===== src/rtl/wag_pkg.sv =====
package wag_pkg;
  localparam int CODE_W = 3;

  typedef struct packed {
    logic load;
    logic step;
  } wagStrobe_t;
endpackage


===== src/rtl/wag_ctrl.sv =====
module wag_ctrl
  import wag_pkg::*;
#(
  parameter int WORD_W = 30,
  parameter int SIDE   = 0
) (
  input  logic              clk,
  input  logic              rstN,
  input  logic              loadEn,
  input  logic              stepEn,
  input  logic [CODE_W-1:0] wrapCode,
  output wagStrobe_t        strobe,
  output logic [WORD_W-1:0] wordMask
);
  logic [CODE_W-1:0] codeReg;
  logic [3:0]        lgWords;

  // Load outranks step
  assign strobe.load = loadEn;
  assign strobe.step = stepEn & ~loadEn;

  // Wrap code captured only on load
  always_ff @(posedge clk or negedge rstN) begin
    if (!rstN)       codeReg <= '0;
    else if (loadEn) codeReg <= wrapCode;
  end

  generate
    if (SIDE == 0) begin : g_memSide
      // 32 << (code-1) words => log2 = code + 4
      assign lgWords = {1'b0, codeReg} + 4'd4;
    end else begin : g_periSide
      // 1 << (code-1) words => log2 = code - 1
      assign lgWords = {1'b0, codeReg} - 4'd1;
    end
  endgenerate

  always_comb begin
    if (codeReg == '0) wordMask = '1;
    else               wordMask = ~({WORD_W{1'b1}} << lgWords);
  end
endmodule


===== src/rtl/wag_datapath.sv =====
module wag_datapath
  import wag_pkg::*;
#(
  parameter int WORD_W = 30
) (
  input  logic              clk,
  input  logic              rstN,
  input  wagStrobe_t        strobe,
  input  logic [WORD_W-1:0] loadWord,
  input  logic [WORD_W-1:0] wordMask,
  output logic [WORD_W-1:0] wordAddr
);
  logic [WORD_W-1:0] incWord;
  logic [WORD_W-1:0] nextWord;

  assign incWord  = wordAddr + 1'b1;
  assign nextWord = (wordAddr & ~wordMask) | (incWord & wordMask);

  always_ff @(posedge clk or negedge rstN) begin
    if (!rstN)            wordAddr <= '0;
    else if (strobe.load) wordAddr <= loadWord;
    else if (strobe.step) wordAddr <= nextWord;
  end
endmodule


===== src/rtl/wrap_addr_gen.sv =====
module wrap_addr_gen
  import wag_pkg::*;
#(
  parameter int ADDR_W = 32,
  parameter int SIDE   = 0
) (
  input  logic              clk,
  input  logic              rstN,
  input  logic              loadEn,
  input  logic [ADDR_W-1:0] loadPtr,
  input  logic [2:0]        wrapCode,
  input  logic              stepEn,
  output logic [ADDR_W-1:0] addrOut
);
  localparam int WORD_W = ADDR_W - 2;

  wagStrobe_t        strobe;
  logic [WORD_W-1:0] wordMask;
  logic [WORD_W-1:0] wordAddr;

  wag_ctrl #(.WORD_W(WORD_W), .SIDE(SIDE)) ctrlInst (
    .clk(clk), .rstN(rstN), .loadEn(loadEn), .stepEn(stepEn),
    .wrapCode(wrapCode), .strobe(strobe), .wordMask(wordMask)
  );

  wag_datapath #(.WORD_W(WORD_W)) dpInst (
    .clk(clk), .rstN(rstN), .strobe(strobe),
    .loadWord(loadPtr[ADDR_W-1:2]), .wordMask(wordMask),
    .wordAddr(wordAddr)
  );

  assign addrOut = {wordAddr, 2'b00};
endmodule


===== config.mk =====
export PLATFORM = sky130hd
export DESIGN_NAME = wrap_addr_gen
export DESIGN_NICKNAME = d
export VERILOG_FILES = /design/src/rtl/wag_pkg.sv /design/src/rtl/wag_ctrl.sv /design/src/rtl/wag_datapath.sv /design/src/rtl/wrap_addr_gen.sv
export SDC_FILE = /design/constraint.sdc
export NUM_CORES = 1
export LEC_CHECK = 0
export ABC_CLOCK_PERIOD_IN_PS = 4200
export BUFFER_PORTS_ARGS = -buffer_cell sky130_fd_sc_hd__clkbuf_2
export CORE_MARGIN = 10
export CORE_UTILIZATION = 54
export DETAILED_ROUTE_END_ITERATION = 10
export PLACE_DENSITY_LB_ADDON = 0.15
export REMOVE_ABC_BUFFERS = 1
export SLEW_MARGIN = 15
export SYNTH_ARGS = -nofsm -noshare
export SYNTH_HDL_FRONTEND = slang
export SYNTH_SLANG_ARGS = --single-unit
export TNS_END_PERCENT = 5

===== constraint.sdc =====
create_clock -name clk -period 4.2 [get_ports clk]
set_input_delay 0.42 -clock clk [delete_from_list [all_inputs] [get_ports clk]]
set_output_delay 0.42 -clock clk [all_outputs]
set_load 0.005 [all_outputs]

==> flow_summary_export.csv <==
group,metric,value,unit
clocking,cts-buffers-inserted,5,
sta,worstMarginPinSlew,1050,ps
sta,min_period,2460,ps
routing,wl_per_cell,15.4,um
power,p_sw,241,uW
power,swShare,0.311,
power,p_seq_frac,0.512,
die,io_pins,71,
cells_and_area,syn_to_final_growth,18.8,%
run_status,status,"finished clean",
worst_setup_path,reg2reg_slack,1740,ps
worst_setup_path,worstPathArrival,2650,ps
clocking,cts.htree.levels,2,
sta,fmax,0.407,GHz
die,core-area,3660,sq um
clocking,cts.clk_slew.worst_paths,70,ps
logic_synthesis,ys_seq_elements,33,
worst_setup_path,start_kind,"flop",
logic_synthesis,syn_area,2030,sq um
power,intPower,532,uW
clocking,clkLatencyLatePin,290,ps
sta,finalHoldViolCount,0,
die,rows,22,
placed_design,dp_slack,1760,ps
worst_setup_path,cp_data_required_time,4400,ps
cells_and_area,fin_util,0.660,
logic_synthesis,synth_edf_count,0,
power,comb_power_share,0.185,
sta,rsz0062_at_grt,"false",
logic_synthesis,ys_types,36,
run,drv_cap,0,
power,clockPowerShare,0.303,
routing,m1WireLength,2.13,mm
routing,routed_via_density,5.93,
clocking,cts_sinks,33,
sta,setup_viol,0,
logic_synthesis,synthCells,227,
die,chipWidth,81.4,um
routing,drtIter0Drc,133,
routing,drt_wl_total,5.17,mm
die,die_area,6620,sq um
routing,top_layer,"met4",
clocking,cts_tree,"done",
global_route,grt_max_degree,42,
global_route,grt_pass1_vias,1838,
placed_design,io_buffer_count,66,
power,powerDensity,320,nW/um^2
logic_synthesis,ys.flop_type,"dfrtp_1",
sta,maxSlewHeadroom,0.295,
clocking,hold_buffers,0,
cells_and_area,diodes,0,
die,start_util,0.555,
routing,wl_met3,422,um
cells_and_area,drive_above_1_share,0.291,
power,power,773,uW
routing,drc,0,
clocking,cts_setup_buffers,0,
global_route,antenna_found_initial,0,
power,p_leak,1.01,nW
worst_setup_path,critPathMaxFanout,14,
sta,hold_ws,204,ps
worst_setup_path,critical_path_class,"reg -> reg",
logic_synthesis,synth_seq_area_share,0.406,
global_route,grt.total_usage,0.157,
sta,fin_skew,9.73,ps
sta,fin_crit_sh,0.585,
logic_synthesis,synthArstFlopShare,1.00,
clocking,ctsRootBufferMaster,"clkbuf_8",
worst_setup_path,end_kind,"flop",
die,die_height,81.4,um
global_route,grt_pass1_wl,8.33,mm
cells_and_area,n_fill_cell,335,
clocking,cts_resized,0,
sta,slew_viol_final,0,
sta,setup_ws,1740,ps
logic_synthesis,syn_area_per_cell,8.96,sq um
routing,firstDrtPassIters,4,
power,ir_drop,0.213,mV
hold_path,min_path_type,"in -> async",
clocking,cts_buffer_depth,2,
routing,vias,1997,
global_route,gr-total-overflow,0,
placed_design,place_congestion,0.801,
cells_and_area,nNetsFinal,330,
routing,ant_nets,0,
logic_synthesis,yosysWarnings,0,
sta,tns,0,ps
placed_design,dpl.hpwl,3.96,mm
routing,wl_met2,2.56,mm
-- through the flow --
step | cell area, sq um | instances
5_1_grt | 2410 | 337
3_3_place_gp | 2330 | 329
6_report | 2410 | 337
4_1_cts | 2410 | 337
2_1_floorplan | 1940 | 215
3_5_place_dp | 2330 | 329
-- path summary, 6_finish.rpt --
path	from	endpoint	cells past startpoint
max in group asynchronous	rstN	async pin	1
hold / removal	rstN	async pin	1
hold reg to reg	flop	flop	2
setup reg to reg	ctrlInst.codeReg[1]$_DFFE_PN0P_	flop	6
setup / recovery	ctrlInst.codeReg[1]$_DFFE_PN0P_	flop	6
min in group clk	wrapCode[2]	ctrlInst.codeReg[2]$_DFFE_PN0P_	3
-- cell usage after synthesis, drive strengths merged (4+ instances only) --
cell	count	area, sq um
o21ai	15	75.1
or4	16	124
inv	5	18.8
and4	4	35.0
buf	6	56.3
nand4	10	62.6
nand3	12	77.6
xnor2	4	35.0
clkbuf	5	18.8
nor2	21	78.8
xor2	5	43.8
a31oi	19	119
o31ai	13	97.6
dfrtp	33	826
mux2	4	45.0
or3	9	57.6
nand2	22	82.6
-- routing by layer --
layer  vias up  GRT usage
met1       938      0.177
met2        68      0.262
li1        984          -
met3         7     0.0662
met5         -          0
met4         0     0.0554
-- cells in the final DEF, fill, tap and decap left out --
cell / instances
nand3b_1: 1
nand3_4: 1
inv_1: 4
xnor2_1: 4
or2_2: 2
nor2_1: 21
a211oi_1: 1
or4_4: 1
nand2_1: 22
a21bo_2: 1
dfrtp_1: 33
or4_1: 15
and4_1: 4
or3_2: 1
nand4_1: 10
a31oi_1: 19
clkinv_1: 1
or3_1: 8
o21ai_0: 15
nand3_1: 10
clkbuf_2: 66
nor4b_1: 1
mux2i_1: 1
nor4_1: 3
nor3_1: 3
clkbuf_8: 5
clkinv_2: 2
o31ai_1: 13
xor2_1: 5
clkbuf_1: 1
nand3_2: 1
a21oi_1: 2
ha_1: 3
nand2b_1: 1
and3_1: 2
mux2_2: 4
conb_1: 2
-- layout make-up --
cell class / instances / area [sq um] / share of cell area
clock inverter: 2 / 10.0 / 0.00415
inverter: 5 / 18.8 / 0.00777
sequential: 33 / 826 / 0.342
multi-input combinational: 177 / 1100 / 0.454
timing repair buffer: 66 / 330 / 0.137
tap: 48 / 60.1 / 0.0249
clock buffer: 6 / 72.6 / 0.0301
-- critical path, stage by stage (launching register included) --
cell and delay, ps:
dfrtp_1 450, nor2_1 190, ha_1 290, nand4_1 160, or3_1 550, or4_1 550
a31oi_1 170
-- kinds of logic (layout without fill, tap and decap cells) --
group                    Yosys count  in the layout  share of synthesized area
buffers and inverters             18             79                     0.0560
AND/OR/NAND/NOR                  107            107                      0.295
flip-flops                        33             33                      0.406
adder cells (fa/ha/maj)            3              3                     0.0185
other                              1              2                    0.00184
XOR/XNOR                           9              9                     0.0388
multiplexers                       5              5                     0.0271
AO/OA/AOI/OAI                     51             51                      0.157
-- power groups by stage --
stage                     clock [mW]  sequential [mW]  combinational [mW]
after CTS                      0.240            0.396               0.147
after detailed placement           0            0.402               0.146
after global routing           0.256            0.403               0.163
after global placement             0            0.400               0.142
final                          0.234            0.396               0.143
after floorplan                    0            0.393              0.0722
(Power assumes the default switching activity.)
